## src/rtl/gpio_bank_pkg.sv

```systemverilog
package gpio_bank_pkg;
  localparam int PINS   = 8;
  localparam int ADDR_W = 12;

  localparam logic [9:0] WORD_DIR    = 10'h100;
  localparam logic [9:0] WORD_SENSE  = 10'h101;
  localparam logic [9:0] WORD_BOTH   = 10'h102;
  localparam logic [9:0] WORD_EVENT  = 10'h103;
  localparam logic [9:0] WORD_ENABLE = 10'h104;
  localparam logic [9:0] WORD_RAW    = 10'h105;
  localparam logic [9:0] WORD_MASKED = 10'h106;
  localparam logic [9:0] WORD_CLEAR  = 10'h107;
  localparam logic [9:0] WORD_MODE   = 10'h108;

  typedef enum logic [3:0] {
    RD_ZERO, RD_DATA, RD_DIR, RD_SENSE, RD_BOTH, RD_EVENT,
    RD_ENABLE, RD_RAW, RD_MASKED, RD_MODE, RD_ID
  } readSel_e;

  typedef struct packed {
    logic wrData;
    logic wrDir;
    logic wrSense;
    logic wrBoth;
    logic wrEvent;
    logic wrEnable;
    logic wrClear;
    logic wrMode;
    readSel_e rdSel;
    logic [PINS-1:0] mask;
    logic [2:0] idIdx;
  } strobes_t;

  function automatic logic [7:0] idByte(input logic [2:0] idx);
    case (idx)
      3'd0: idByte = 8'h61;
      3'd1: idByte = 8'h10;
      3'd2: idByte = 8'h14;
      3'd3: idByte = 8'h00;
      3'd4: idByte = 8'h0D;
      3'd5: idByte = 8'hF0;
      3'd6: idByte = 8'h05;
      default: idByte = 8'hB1;
    endcase
  endfunction
endpackage

```

## src/rtl/gpio_ctrl.sv

```systemverilog
module gpio_ctrl
  import gpio_bank_pkg::*;
(
  input  logic              clk,
  input  logic              rstN,
  input  logic [ADDR_W-1:0] busAddr,
  input  logic              busWrite,
  output strobes_t          strb
);
  logic [ADDR_W-3:0] wordIdx;
  logic inWindow;
  logic inId;

  assign wordIdx  = busAddr[ADDR_W-1:2];
  assign inWindow = (busAddr[ADDR_W-1:10] == '0);
  assign inId     = (busAddr[ADDR_W-1:5] == '1);

  always_comb begin
    strb       = '0;
    strb.rdSel = RD_ZERO;
    strb.mask  = busAddr[PINS+1:2];
    strb.idIdx = busAddr[4:2];
    if (inWindow) begin
      strb.rdSel  = RD_DATA;
      strb.wrData = busWrite;
    end else if (inId) begin
      strb.rdSel = RD_ID;
    end else begin
      case (wordIdx)
        WORD_DIR:    begin strb.rdSel = RD_DIR;    strb.wrDir    = busWrite; end
        WORD_SENSE:  begin strb.rdSel = RD_SENSE;  strb.wrSense  = busWrite; end
        WORD_BOTH:   begin strb.rdSel = RD_BOTH;   strb.wrBoth   = busWrite; end
        WORD_EVENT:  begin strb.rdSel = RD_EVENT;  strb.wrEvent  = busWrite; end
        WORD_ENABLE: begin strb.rdSel = RD_ENABLE; strb.wrEnable = busWrite; end
        WORD_RAW:    strb.rdSel = RD_RAW;
        WORD_MASKED: strb.rdSel = RD_MASKED;
        WORD_CLEAR:  strb.wrClear = busWrite;
        WORD_MODE:   begin strb.rdSel = RD_MODE;   strb.wrMode   = busWrite; end
        default: ;
      endcase
    end
  end

  AST_ONE_WRITE_STROBE: assert property (@(posedge clk) disable iff (!rstN)
    $onehot0({strb.wrData, strb.wrDir, strb.wrSense, strb.wrBoth, strb.wrEvent,
              strb.wrEnable, strb.wrClear, strb.wrMode}));
  AST_NO_STROBE_WITHOUT_WRITE: assert property (@(posedge clk) disable iff (!rstN)
    !busWrite |-> ({strb.wrData, strb.wrDir, strb.wrSense, strb.wrBoth, strb.wrEvent,
                    strb.wrEnable, strb.wrClear, strb.wrMode} == '0));
  AST_ID_WRITE_IGNORED: assert property (@(posedge clk) disable iff (!rstN)
    (busAddr[ADDR_W-1:5] == '1) |-> ({strb.wrData, strb.wrDir, strb.wrSense, strb.wrBoth,
      strb.wrEvent, strb.wrEnable, strb.wrClear, strb.wrMode} == '0));
endmodule

```

## src/rtl/gpio_dpath.sv

```systemverilog
module gpio_dpath
  import gpio_bank_pkg::*;
#(
  parameter int DATA_W      = 32,
  parameter int SYNC_STAGES = 2
) (
  input  logic              clk,
  input  logic              rstN,
  input  strobes_t          strb,
  input  logic [DATA_W-1:0] wData,
  input  logic [PINS-1:0]   pinIn,
  input  logic [PINS-1:0]   irqSet,
  output logic [DATA_W-1:0] rData,
  output logic [PINS-1:0]   dataReg,
  output logic [PINS-1:0]   dirReg,
  output logic [PINS-1:0]   senseReg,
  output logic [PINS-1:0]   bothReg,
  output logic [PINS-1:0]   eventReg,
  output logic [PINS-1:0]   enableReg,
  output logic [PINS-1:0]   modeReg
);
  logic [PINS-1:0] rawSt;
  logic [PINS-1:0] syncChain [SYNC_STAGES];
  logic [PINS-1:0] pinSync;
  logic [PINS-1:0] writeMask;
  logic [PINS-1:0] pinView;
  logic [PINS-1:0] rdByte;
  logic [PINS-1:0] wByte;

  assign wByte = wData[PINS-1:0];

  for (genvar s = 0; s < SYNC_STAGES; s++) begin : g_sync
    always_ff @(posedge clk) begin
      if (!rstN) syncChain[s] <= '0;
      else if (s == 0) syncChain[s] <= pinIn;
      else syncChain[s] <= syncChain[(s == 0) ? 0 : s-1];
    end
  end
  assign pinSync = syncChain[SYNC_STAGES-1];

  assign writeMask = strb.mask & dirReg;
  assign pinView   = (dirReg & dataReg) | (~dirReg & pinSync);

  always_ff @(posedge clk) begin
    if (!rstN) begin
      dataReg <= '0; dirReg <= '0; senseReg <= '0; bothReg <= '0;
      eventReg <= '0; enableReg <= '0; modeReg <= '0; rawSt <= '0;
    end else begin
      if (strb.wrData)   dataReg   <= (dataReg & ~writeMask) | (wByte & writeMask);
      if (strb.wrDir)    dirReg    <= wByte;
      if (strb.wrSense)  senseReg  <= wByte;
      if (strb.wrBoth)   bothReg   <= wByte;
      if (strb.wrEvent)  eventReg  <= wByte;
      if (strb.wrEnable) enableReg <= wByte;
      if (strb.wrMode)   modeReg   <= wByte;
      rawSt <= ((strb.wrClear ? (rawSt & ~wByte) : rawSt)) | irqSet;
    end
  end

  always_comb begin
    case (strb.rdSel)
      RD_DATA:   rdByte = pinView & strb.mask;
      RD_DIR:    rdByte = dirReg;
      RD_SENSE:  rdByte = senseReg;
      RD_BOTH:   rdByte = bothReg;
      RD_EVENT:  rdByte = eventReg;
      RD_ENABLE: rdByte = enableReg;
      RD_RAW:    rdByte = rawSt;
      RD_MASKED: rdByte = rawSt & enableReg;
      RD_MODE:   rdByte = modeReg;
      RD_ID:     rdByte = idByte(strb.idIdx);
      default:   rdByte = '0;
    endcase
  end

  always_ff @(posedge clk) begin
    if (!rstN) rData <= '0;
    else rData <= DATA_W'(rdByte);
  end

  AST_DATA_HOLD_IDLE: assert property (@(posedge clk) disable iff (!rstN)
    !strb.wrData |=> $stable(dataReg));
  AST_DATA_HOLD_UNMASKED: assert property (@(posedge clk) disable iff (!rstN)
    strb.wrData |=> (((dataReg ^ $past(dataReg)) & ~$past(strb.mask & dirReg)) == '0));
  AST_DIR_STABLE: assert property (@(posedge clk) disable iff (!rstN)
    !strb.wrDir |=> $stable(dirReg));
  AST_RAW_NO_SPONTANEOUS: assert property (@(posedge clk) disable iff (!rstN)
    (irqSet == '0) |=> ((rawSt & ~$past(rawSt)) == '0));
  AST_RAW_SET_WINS: assert property (@(posedge clk) disable iff (!rstN)
    (irqSet != '0) |=> ((rawSt & $past(irqSet)) == $past(irqSet)));
  AST_RAW_CLEARED: assert property (@(posedge clk) disable iff (!rstN)
    (strb.wrClear && irqSet == '0) |=> ((rawSt & $past(wByte)) == '0));
endmodule

```

## src/rtl/gpio_bank.sv

```systemverilog
module gpio_bank
  import gpio_bank_pkg::*;
#(
  parameter int DATA_W      = 32,
  parameter int SYNC_STAGES = 2
) (
  input  logic              clk,
  input  logic              rstN,
  input  logic [ADDR_W-1:0] busAddr,
  input  logic              busWrite,
  input  logic [DATA_W-1:0] busWData,
  output logic [DATA_W-1:0] busRData,
  input  logic [PINS-1:0]   pinIn,
  output logic [PINS-1:0]   pinOut,
  output logic [PINS-1:0]   pinOe,
  input  logic [PINS-1:0]   irqSet,
  output logic [PINS-1:0]   cfgSense,
  output logic [PINS-1:0]   cfgBothEdge,
  output logic [PINS-1:0]   cfgRiseHigh,
  output logic [PINS-1:0]   cfgIrqEn,
  output logic [PINS-1:0]   cfgAltMode
);
  strobes_t strb;
  logic [PINS-1:0] dataReg;
  logic [PINS-1:0] dirReg;

  gpio_ctrl i_ctrl (
    .clk(clk), .rstN(rstN), .busAddr(busAddr), .busWrite(busWrite), .strb(strb)
  );

  gpio_dpath #(.DATA_W(DATA_W), .SYNC_STAGES(SYNC_STAGES)) i_dpath (
    .clk(clk), .rstN(rstN), .strb(strb), .wData(busWData), .pinIn(pinIn),
    .irqSet(irqSet), .rData(busRData), .dataReg(dataReg), .dirReg(dirReg),
    .senseReg(cfgSense), .bothReg(cfgBothEdge), .eventReg(cfgRiseHigh),
    .enableReg(cfgIrqEn), .modeReg(cfgAltMode)
  );

  assign pinOut = dataReg;
  assign pinOe  = dirReg;

  AST_INPUT_PIN_UNTOUCHED: assert property (@(posedge clk) disable iff (!rstN)
    (busWrite && busAddr[ADDR_W-1:10] == '0) |=>
      (((pinOut ^ $past(pinOut)) & ~$past(pinOe)) == '0));
endmodule

```

## config.mk

```make
export PLATFORM = sky130hd
export DESIGN_NAME = gpio_bank
export DESIGN_NICKNAME = d
export VERILOG_FILES = /design/src/rtl/gpio_bank_pkg.sv /design/src/rtl/gpio_ctrl.sv /design/src/rtl/gpio_dpath.sv /design/src/rtl/gpio_bank.sv
export SDC_FILE = /design/constraint.sdc
export NUM_CORES = 1
export LEC_CHECK = 0
export BUFFER_PORTS_ARGS = -buffer_cell sky130_fd_sc_hd__buf_2
export CORE_MARGIN = 2
export CORE_UTILIZATION = 40
export DETAILED_ROUTE_END_ITERATION = 7
export PLACE_DENSITY = 0.73
export SETUP_SLACK_MARGIN = 0.05
export SLEW_MARGIN = 5
export SYNTH_ARGS = -nofsm -noshare
export SYNTH_HDL_FRONTEND = slang
export SYNTH_SLANG_ARGS = --single-unit
```

## constraint.sdc

```tcl
create_clock -name clk -period 1.7 [get_ports clk]
set_input_delay 0.17 -clock clk [delete_from_list [all_inputs] [get_ports clk]]
set_output_delay 0.17 -clock clk [all_outputs]
set_load 0.02 [all_outputs]
```

== Word level (Yosys, flattened, before mapping) ==
Memory sizes are Yosys's and may differ from the RTL's.
Cells that the tools add are included.
Word-level totals
  input bits: 63
  bits in registers: 96
  output and inout bits: 88
  bits in writable memories: 16
  memories kept: 1
  word-level logic and storage cells: 75
Operators by class
  multiplexer cells: 20
  equality and inequality tests: 26
  reductions and logical operators: 2
  bitwise gates (word level): 16
Memories
  i_dpath.syncChain: depth 2, width 8, rd ports 2, clocked after Yosys merged registers in 0, write ports 2, RTL line gpio_dpath.sv:23  | logic [PINS-1:0] syncChain [SYNC_STAGES];
Operator list (number)
  == test 10 x 9 -> 1 bit (second input constant): 9
  one-hot mux 8 bit (10 select lines): 1
  AND 8 bit: 8
  one-hot mux 8 bit (7 select lines): 1
  one-hot mux 4 bit (8 select lines): 1
  2-to-1 mux 8 bit: 3
  inverter 8 bit: 3
  bitwise OR 8 bit: 3
  == test 4 x 3 -> 1 bit (second input constant): 4
  2-to-1 mux 7 bit: 2
  == test 4 bit (second input constant): 3
  2-to-1 mux 1 bit: 10
  == test 3 bit (second input constant): 3
  == test 4 x 2 -> 1 bit (second input constant): 2
  2-to-1 mux 4 bit: 2
  == test 7 bit (second input constant): 1
  == test 3 x 2 -> 1 bit (second input constant): 2
  == test 4 x 1 -> 1 bit (second input constant): 1
  == test 3 x 1 -> 1 bit (second input constant): 1
  zero test 3 bit: 1
  zero test 2 bit: 1
  bitwise OR 1 bit: 2

== Longest topological paths before layout ==
Gate-level depths: netlist (run 1).
  depth after elaboration: 6
  mapped depth: 8
  depth with buffers taken out: 5

== Hierarchy ==
A second synthesis (run 1) with hierarchy kept.
Unflattened totals
  cells, all modules: 473
  area, all modules: 4489.3 sq um
By module, submodules not included
  gpio_dpath: instances 1, area an instance 4194.0 sq um, cells each 429, sequential area each 1761.7 sq um
  gpio_ctrl: instances 1, area an instance 295.3 sq um, cells each 44, sequential area each 0.0 sq um

== Least setup slack after synthesis (run 1) ==
Ideal clock, no wire load.
  kind: input-to-reg
  start point: input port busAddr[5]
  end point: register i_dpath.rawSt[0]
  cell stages on the path: 6
  buffers on the path: 1
  setup slack: 0.057 ns
  arrival time: 1.528 ns
  cell sequence: clkbuf_1 > nor4bb_1 > nand2_1 > nor3_2 > a21boi_0 > o21a_1
On the way
  cells in the longest elaborated chain, start to end: 6
  elaborated cells on any way between the ends: 7
Ends and longest elaborated chain
  start: declaration: RTL line gpio_bank.sv:9  | input logic [ADDR_W-1:0] busAddr,
  == test 10 x 9 -> 1 bit: RTL line gpio_ctrl.sv:29  | case (wordIdx)
  2-to-1 mux 1 bit: RTL line gpio_ctrl.sv:29
  2-to-1 mux 7 bit (*): RTL line gpio_ctrl.sv:26  | end else if (inId) begin
  2-to-1 mux 7 bit (*): RTL line gpio_ctrl.sv:23  | if (inWindow) begin
  2-to-1 mux 8 bit (*): RTL line gpio_dpath.sv:56  | rawSt <= ((strb.wrClear ? (rawSt & ~wByte) : rawSt)) | irqSet;
  bitwise OR 8 bit (*): RTL line gpio_dpath.sv:56
  end signal: assignment: RTL line gpio_dpath.sv:56
  end: declaration: RTL line gpio_dpath.sv:22  | logic [PINS-1:0] rawSt;
Mark *: on every way between the ends. The rest lies on a longest branch, timed or not.
A chain may end at the register's enable or synchronous reset.

== Worst setup path after layout (run 1) ==
  start point: input port busAddr[7]
  end point: register i_dpath.dirReg[3]
On the way
  cells in the longest elaborated chain, start to end: 4
  elaborated cells on any way between the ends: 5
Ends and longest elaborated chain
  == test 10 x 9 -> 1 bit: RTL line gpio_ctrl.sv:29
  2-to-1 mux 1 bit: RTL line gpio_ctrl.sv:29
  2-to-1 mux 7 bit (*): RTL line gpio_ctrl.sv:26
  2-to-1 mux 7 bit (*): RTL line gpio_ctrl.sv:23
  end signal: assignment: RTL line gpio_dpath.sv:50  | if (strb.wrDir) dirReg <= wByte;
  end: declaration: RTL line gpio_dpath.sv:15  | output logic [PINS-1:0] dirReg,
Marked as above.

==> results by group, run 1 <==
Cells and area
  • Fin nets: 690
  • FF+latch area: 1762 sq um
  • Diode count: 0
  • Most common cell after layout, fill and taps aside: buf_2
  • Most frequent cells in the layout: 100 x buf_2, 89 x nand2_1, 88 x dfxtp_1
  • Area grow syn2layout: 23.82%
  • Multi-input logic area: 2303 sq um
  • Fill cells: 1033
  • Fraction of final layout cells sized beyond drive strength 1: 28.53%
  • Final core occ: 51.27%

Detailed routing
  • Met2 routed WL: 6057 um
  • Post-route DRC violation count: 0
  • Vias: 4037
  • Routed len/inst: 16.95 um
  • DRT met1 WL: 5761 um
  • Drt initial violations: 285
  • TritonRoute pass-1 iters: 5
  • Total detailed-routing wirelength: 13000 um
  • Vias per cell: 5.263
  • Met3 WL: 773 um
  • Antenna Nets Post-Route: 0
  • Top Metal Used: met4

Synth
  • Unique masters post-synth: 52
  • Yosys warnings: 0
  • Ys async rst share: 0%
  • Syn Inst Count: 497
  • Post-synthesis sequential area ratio: 40.85%
  • Prevailing post-synth register cell: dfxtp_1
  • Post-synth EDFFs: 0
  • Synth Register Bits: 88
  • Synth Cell Area: 4313 sq um
  • Synthesized area per cell: 8.678 sq um

Floorplanning
  • Top Ports: 151
  • Die area: 11630 sq um
  • FP Rows: 37
  • Initial Util: 41.41%
  • Die span in x: 107.8 um
  • Die Span Y: 107.8 um
  • Core ar.: 10420 sq um

Pwr
  • Clock Power Share: 33.3%
  • Max VDD drop: 542.6 uV
  • Flop pwr share: 56.0%
  • Static leakage: 2.159 nW
  • Net Sw Frac: 25.26%
  • Int Pwr: 2.807 mW
  • P_sw: 0.9490 mW
  • Power, Total: 3.756 mW
  • Comb pwr share: 10.7%
  • Pwr dens: 703.4 nW/um^2

Clock tree
  • Hold Buf Count CTS: 0
  • Post-CTS setup buffers: 0
  • Longest Clk Path Bufs: 2
  • Root buffer cell: clkbuf_8
  • Inserted Clock Buffers: 9
  • TritonCTS clock tree: built
  • Clock slew at reported path FFs: 80 ps
  • Post-cts sizing count: 0
  • Clock Latency Late Sink: 360 ps
  • CTS H-tree depth: 3
  • CTS sink count: 88

Critical path
  • CP endpoint kind: register
  • CP peak stage delay: 290 ps
  • Required time of the critical path: 1980 ps
  • CP Launch Type: primary input
  • CP top delay family: buffers and inverters
  • FF-to-FF setup slack: 320 ps
  • WP data arrival: 1800 ps
  • Critical path class: in -> reg
  • Slowest CP cell: nor4_4
  • Crit-path max FO: 7
  • Sequence of cells on the critical path: buf_2, nor4_4, buf_4, buf_4, nand3_1, buf_4, nor4_4, buf_4, nand2_1, a21boi_0
  • Most frequent CP cell: buf_4
  • Buf+Inv Stages, Crit Path: 5

Worst hold path
  • Worst Hold Class: in -> reg

Timing
  • Fin Setup TNS: 0 ps
  • Clk_skew: 6.626 ps
  • FMAX: 659.6 MHz
  • Period utilisation layout: 89.18%
  • Final min period: 1516 ps
  • Final hold vios: 0
  • Final Setup Violations: 0
  • RSZ-0062 raised after global routing: no
  • Max Slew Vio Count: 0

GRT
  • GRT overflow: 0
  • Vias in the first global route: 3859
  • Largest net degree at the start of global routing: 50
  • Initial antenna violation count: 0
  • GRT Total Usage: 22.92%
  • Global-route wire length before repair: 20190 um

Run
  • Maxcap violations: 0

Outcome
  • Outcome: finished, final reports clean

Placement
  • Final GP Congestion: 0.9209
  • Port buffer count: 100
  • DP HPWL: 9904 um
## synthesized netlist by cell type (all sizes together) (2+ instances only)
cell    number  share of area (%)
nand2       90                7.9
dfxtp       88                 41
a21boi      40                7.0
mux2i       34                7.9
nor2b       33                4.8
buf         32                5.1
clkbuf      28                2.4
and2        19                2.8
nor2        16                1.4
a21oi       14                1.6
nand3       13                1.6
a31oi        8                1.2
o21a         8                1.4
nor3         7                1.2
o21ai        7               0.81
a22oi        4               0.70
a32oi        4               0.81
nor3b        4               0.70
nor4         4                2.0
o22ai        4               0.58
a211oi       3               0.52
a221oi       3               0.61
o32ai        3               0.61
a311oi       2               0.41
a41oi        2               0.41
and3         2               0.29
and4         2               0.41
inv          2               0.17
nand3b       2               0.35
nor4b        2               0.41
nor4bb       2               0.46
or3          2               0.29
## cell type report
cell class / instances / area share [%]
repair buffers: 156 / 17.48
well taps: 136 / 3.187
inverters: 2 / 0.1406
clock inverters: 3 / 0.3515
clock buffers: 12 / 2.718
flip-flops and latches: 88 / 32.99
multi-input cells: 370 / 43.13
## power by group through the flow
stage,clock network [mW],logic [mW],registers [mW]
2_1_floorplan,0,0.280,2.15
4_1_cts,1.28,0.398,2.10
3_5_place_dp,0,0.397,2.15
6_report,1.25,0.401,2.10
5_1_grt,1.36,0.436,2.11
3_3_place_gp,0,0.390,2.15
## cells by family (layout without fill, tap and decap cells)
group,Yosys count,after routing,share of synthesized area [%]
multiplexers,35,35,8.152
AND/OR/NAND/NOR,204,204,25.53
XOR/XNOR,2,2,0.4062
flip-flops,88,88,40.85
other,1,24,0.08695
buffers and inverters,62,173,7.746
AO/OA/AOI/OAI,105,105,17.23
## metrics by stage
stage | worst slack, ps | instance area, sq um | instances | hold slack [ps]
floorplan | 56.90 | 4399 | 520 | 293.9
global placement | -173.7 | 5176 | 752 | 375.8
detailed placement | -191.4 | 5176 | 752 | 381.6
CTS | 167.7 | 5340 | 767 | 8.583
global route | 100.9 | 5340 | 767 | 5.055
finish | 183.9 | 5340 | 767 | 18.28
## worst reg2reg max path, stage by stage, from the launching register on
cell	delay, ps
dfxtp_1	440
mux2i_1	250
o32ai_1	160
a211oi_1	280
a31oi_1	130
## routing by layer
| metal | vias to the layer above | GRT usage, % |
|---|---|---|
| met5 | - | 0 |
| met4 | 0 | 9.890 |
| met3 | 34 | 4.177 |
| met2 | 177 | 36.48 |
| met1 | 1893 | 30.33 |
| li1 | 1933 | - |
## state kept, by name, indices dropped and copies added, names as in the netlist, named ones only
name,count
i_dpath.rawSt,8
i_dpath.bothReg,8
i_dpath.senseReg,8
i_dpath.modeReg,8
i_dpath.enableReg,8
i_dpath.eventReg,8
i_dpath.dirReg,8
i_dpath.rData,8
i_dpath.syncChain,16
## worst paths after layout
path / cells past startpoint / end / startpoint
worst max-delay path: 10 / i_dpath.dirReg[3] / busAddr[7]
worst min-delay path: 2 / i_dpath.syncChain[0][7] / pinIn[7]
worst max register to register: 4 / i_dpath.rData[0] / i_dpath.dirReg[0]
worst min register to register: 1 / i_dpath.syncChain[1][6] / i_dpath.syncChain[0][6]
Power figures use the tool's default switching activity.
==> inputs of run 2 (changes only) <==
PLACE_DENSITY = 0.72   (was 0.73)
SYNTH_HIERARCHICAL = 1   (was unset)
TNS_END_PERCENT = 20   (was unset)
==> results by group, run 2 <==
Cells and area
  • Fin cells: 770
  • Most common cell after layout, fill and taps aside: buf_2
  • FF+latch area: 1762 sq um
  • Most flops, register: i_dpath/syncChain
  • Max FFs per register: 16
  • Fill cells: 957
  • Final core occ: 54.90%
  • Area grow syn2layout: 33.14%
  • Multi-input logic area: 2579 sq um
  • Diode count: 0
  • Fin nets: 689
  • Fraction of final layout cells sized beyond drive strength 1: 37.78%
  • Most frequent cells in the layout: 98 x buf_2, 88 x dfxtp_1, 69 x buf_4

Floorplanning
  • Die Span Y: 109.9 um
  • Die area: 12090 sq um
  • FP Rows: 38
  • Core ar.: 10890 sq um
  • Initial Util: 41.23%
  • Die span in x: 109.9 um
  • Top Ports: 151

Clock tree
  • CTS sink count: 88
  • Longest Clk Path Bufs: 2
  • Inserted Clock Buffers: 9
  • TritonCTS clock tree: built
  • CTS H-tree depth: 3
  • Clock Latency Late Sink: 370 ps
  • Root buffer cell: clkbuf_8
  • Clock slew at reported path FFs: 80 ps

Detailed routing
  • Routed len/inst: 17.26 um
  • Antenna Nets Post-Route: 0
  • Post-route DRC violation count: 0
  • Drt initial violations: 216
  • Total detailed-routing wirelength: 13290 um
  • TritonRoute pass-1 iters: 5
  • Vias: 3985
  • Vias per cell: 5.175

GRT
  • GRT busiest layer: met2
  • Largest net degree at the start of global routing: 81
  • Initial antenna violation count: 0
  • GRT Total Usage: 23.01%
  • Routing usage on met3: 4.742%
  • Global-route wire length before repair: 20890 um
  • Met2 Use GR: 38.65%
  • GRT overflow: 0
  • Vias in the first global route: 3949
  • Met1 GRT Util: 28.56%

Synth
  • Yosys warnings: 6
  • Synth Register Bits: 88
  • Synth area leader: dfxtp_1
  • Synthesized area per cell: 9.491 sq um
  • Cell with the most instances after synthesis: dfxtp_1
  • Post-synthesis sequential area ratio: 39.24%
  • Top cell type's share of synthesized area: 39.24%
  • Synth Cell Area: 4489 sq um
  • Top cells by area, synth: dfxtp_1 39%, mux2i_1 14%, nor2b_1 9.6%
  • Unique masters post-synth: 55
  • Ys async rst share: 0%
  • Prevailing post-synth register cell: dfxtp_1
  • Post-synth EDFFs: 0
  • Synth top cells by count: 88 x dfxtp_1, 69 x nor2b_1, 63 x mux2i_1
  • Syn Inst Count: 473

Placement
  • Port buffer count: 100
  • Pre-CTS WS: -538.5 ps
  • Placed insts: 738
  • DP HPWL: 9619 um
  • Final GP Congestion: 0.9092

Timing
  • Max Slew Vio Count: 0
  • Final WS setup: -50.09 ps
  • Final min period: 1750 ps
  • Clk_skew: 11.10 ps
  • Period utilisation layout: 102.9%
  • Final Setup Violations: 2
  • RSZ-0062 raised after global routing: yes
  • FMAX: 571.4 MHz
  • Final hold vios: 0

Pwr
  • Pwr dens: 656.1 nW/um^2
  • Int Pwr: 2.935 mW
  • Comb pwr share: 11.1%
  • Flop pwr share: 53.7%
  • Clock Power Share: 35.2%
  • P_sw: 0.9864 mW
  • Static leakage: 2.453 nW
  • Net Sw Frac: 25.16%
  • Max VDD drop: 411.6 uV

Critical path
  • Critical path class: in -> reg
  • WP data arrival: 1990 ps
  • Crit-path max FO: 5
  • Required time of the critical path: 1940 ps
  • Worst-case reg-to-reg path depth: 4
  • FF-to-FF setup slack: 150 ps
  • CP endpoint kind: register
  • CP Launch Type: primary input

Outcome
  • Outcome: finished with violations
  • Violated checks: negative setup slack

Worst hold path
  • Worst Hold Class: in -> reg
  • Worst Hold Depth: 3

Run
  • Maxcap violations: 0
## run 2: cell types whose count changed in the layout (fill, tap and decap cells not counted), moves of 5 or more
| cell | delta |
|---|---|
| a21boi_0 | -38 |
| and2_1 | +5 |
| buf_4 | +14 |
| buf_6 | +10 |
| dlygate4sd3_1 | +8 |
| mux2_2 | +8 |
| mux2i_1 | +26 |
| nand2_1 | -75 |
| nand3_1 | +6 |
| nor2_1 | -6 |
| nor2b_1 | +34 |
| o21a_1 | -7 |
| o21ai_1 | +5 |
## run 2: layout make-up
class                   count  share of cell area [%]
clock buffers              13                   2.826
clock inverters             2                  0.2303
inverters                   2                  0.1256
multi-input cells         336                   43.14
flip-flops and latches     88                   29.47
well taps                 140                   2.931
repair buffers            189                   21.27
## run 2: path summary, 6_finish.rpt
path | start | endpoint
setup reg to reg | i_dpath/dirReg[0] | i_dpath/rData[0]
hold reg to reg | i_dpath/syncChain[0][5] | i_dpath/syncChain[1][5]
hold / removal | irqSet[0] | i_dpath/rawSt[0]
setup / recovery | busAddr[2] | i_dpath/rData[5]
## run 2: kinds of logic (layout without fill, tap and decap cells)
family	Yosys count	in the layout	share of synthesized area, %
flops	88	88	39.24
mux	72	72	16.30
simple gates	174	174	24.81
xor+xnor	3	3	0.5854
compound gates	63	63	9.504
buf+inv	72	206	9.476
other cells	1	24	0.08353
## run 2: critical path: stages
cell     delay (ps)
buf_2           150
nor4b_4         330
a31oi_2          90
o22ai_4         230
buf_6           140
buf_6           110
mux2i_4         270
o32ai_4         120
a31oi_2         220
a31oi_1         150
## run 2: power groups by stage
stage          registers, mW  clock network, mW  logic, mW
3_3_place_gp            2.15                  0      0.372
3_5_place_dp            2.15                  0      0.378
2_1_floorplan           2.15                  0      0.276
4_1_cts                 2.10               1.41      0.419
6_report                2.11               1.38      0.435
5_1_grt                 2.11               1.50      0.469
## run 2: what timing repair did
| action | in CTS | in global routing |
|---|---|---|
| resized for setup | 29 | 17 |
| setup buffers | 9 | 1 |
| endpoints found under the setup margin | 7 | 16 |
| pin swaps | 10 | 13 |
| hold buffers | 8 | 0 |
| endpoints found under the hold margin | 8 | 0 |
## run 2: routing by layer
| layer | vias to the layer above | routed length, um |
|---|---|---|
| met1 | 1907 | 5688 |
| met3 | 21 | 826 |
| li1 | 1894 | - |
| met5 | - | 0 |
| met2 | 163 | 6362 |
| met4 | 0 | 412 |
## run 2: per-stage QoR
step | area (sq um) | power, mW | TNS [ps] | hold WS (ps)
after floorplan | 4606 | 2.424 | -917.9 | 297.3
after global placement | 5423 | 2.525 | -5440 | 375.8
after detailed placement | 5423 | 2.532 | -7184 | 379.0
after CTS | 5892 | 3.935 | 0 | 13.56
after global routing | 5977 | 4.076 | -402.1 | 20.51
final | 5977 | 3.921 | -57.43 | 32.16
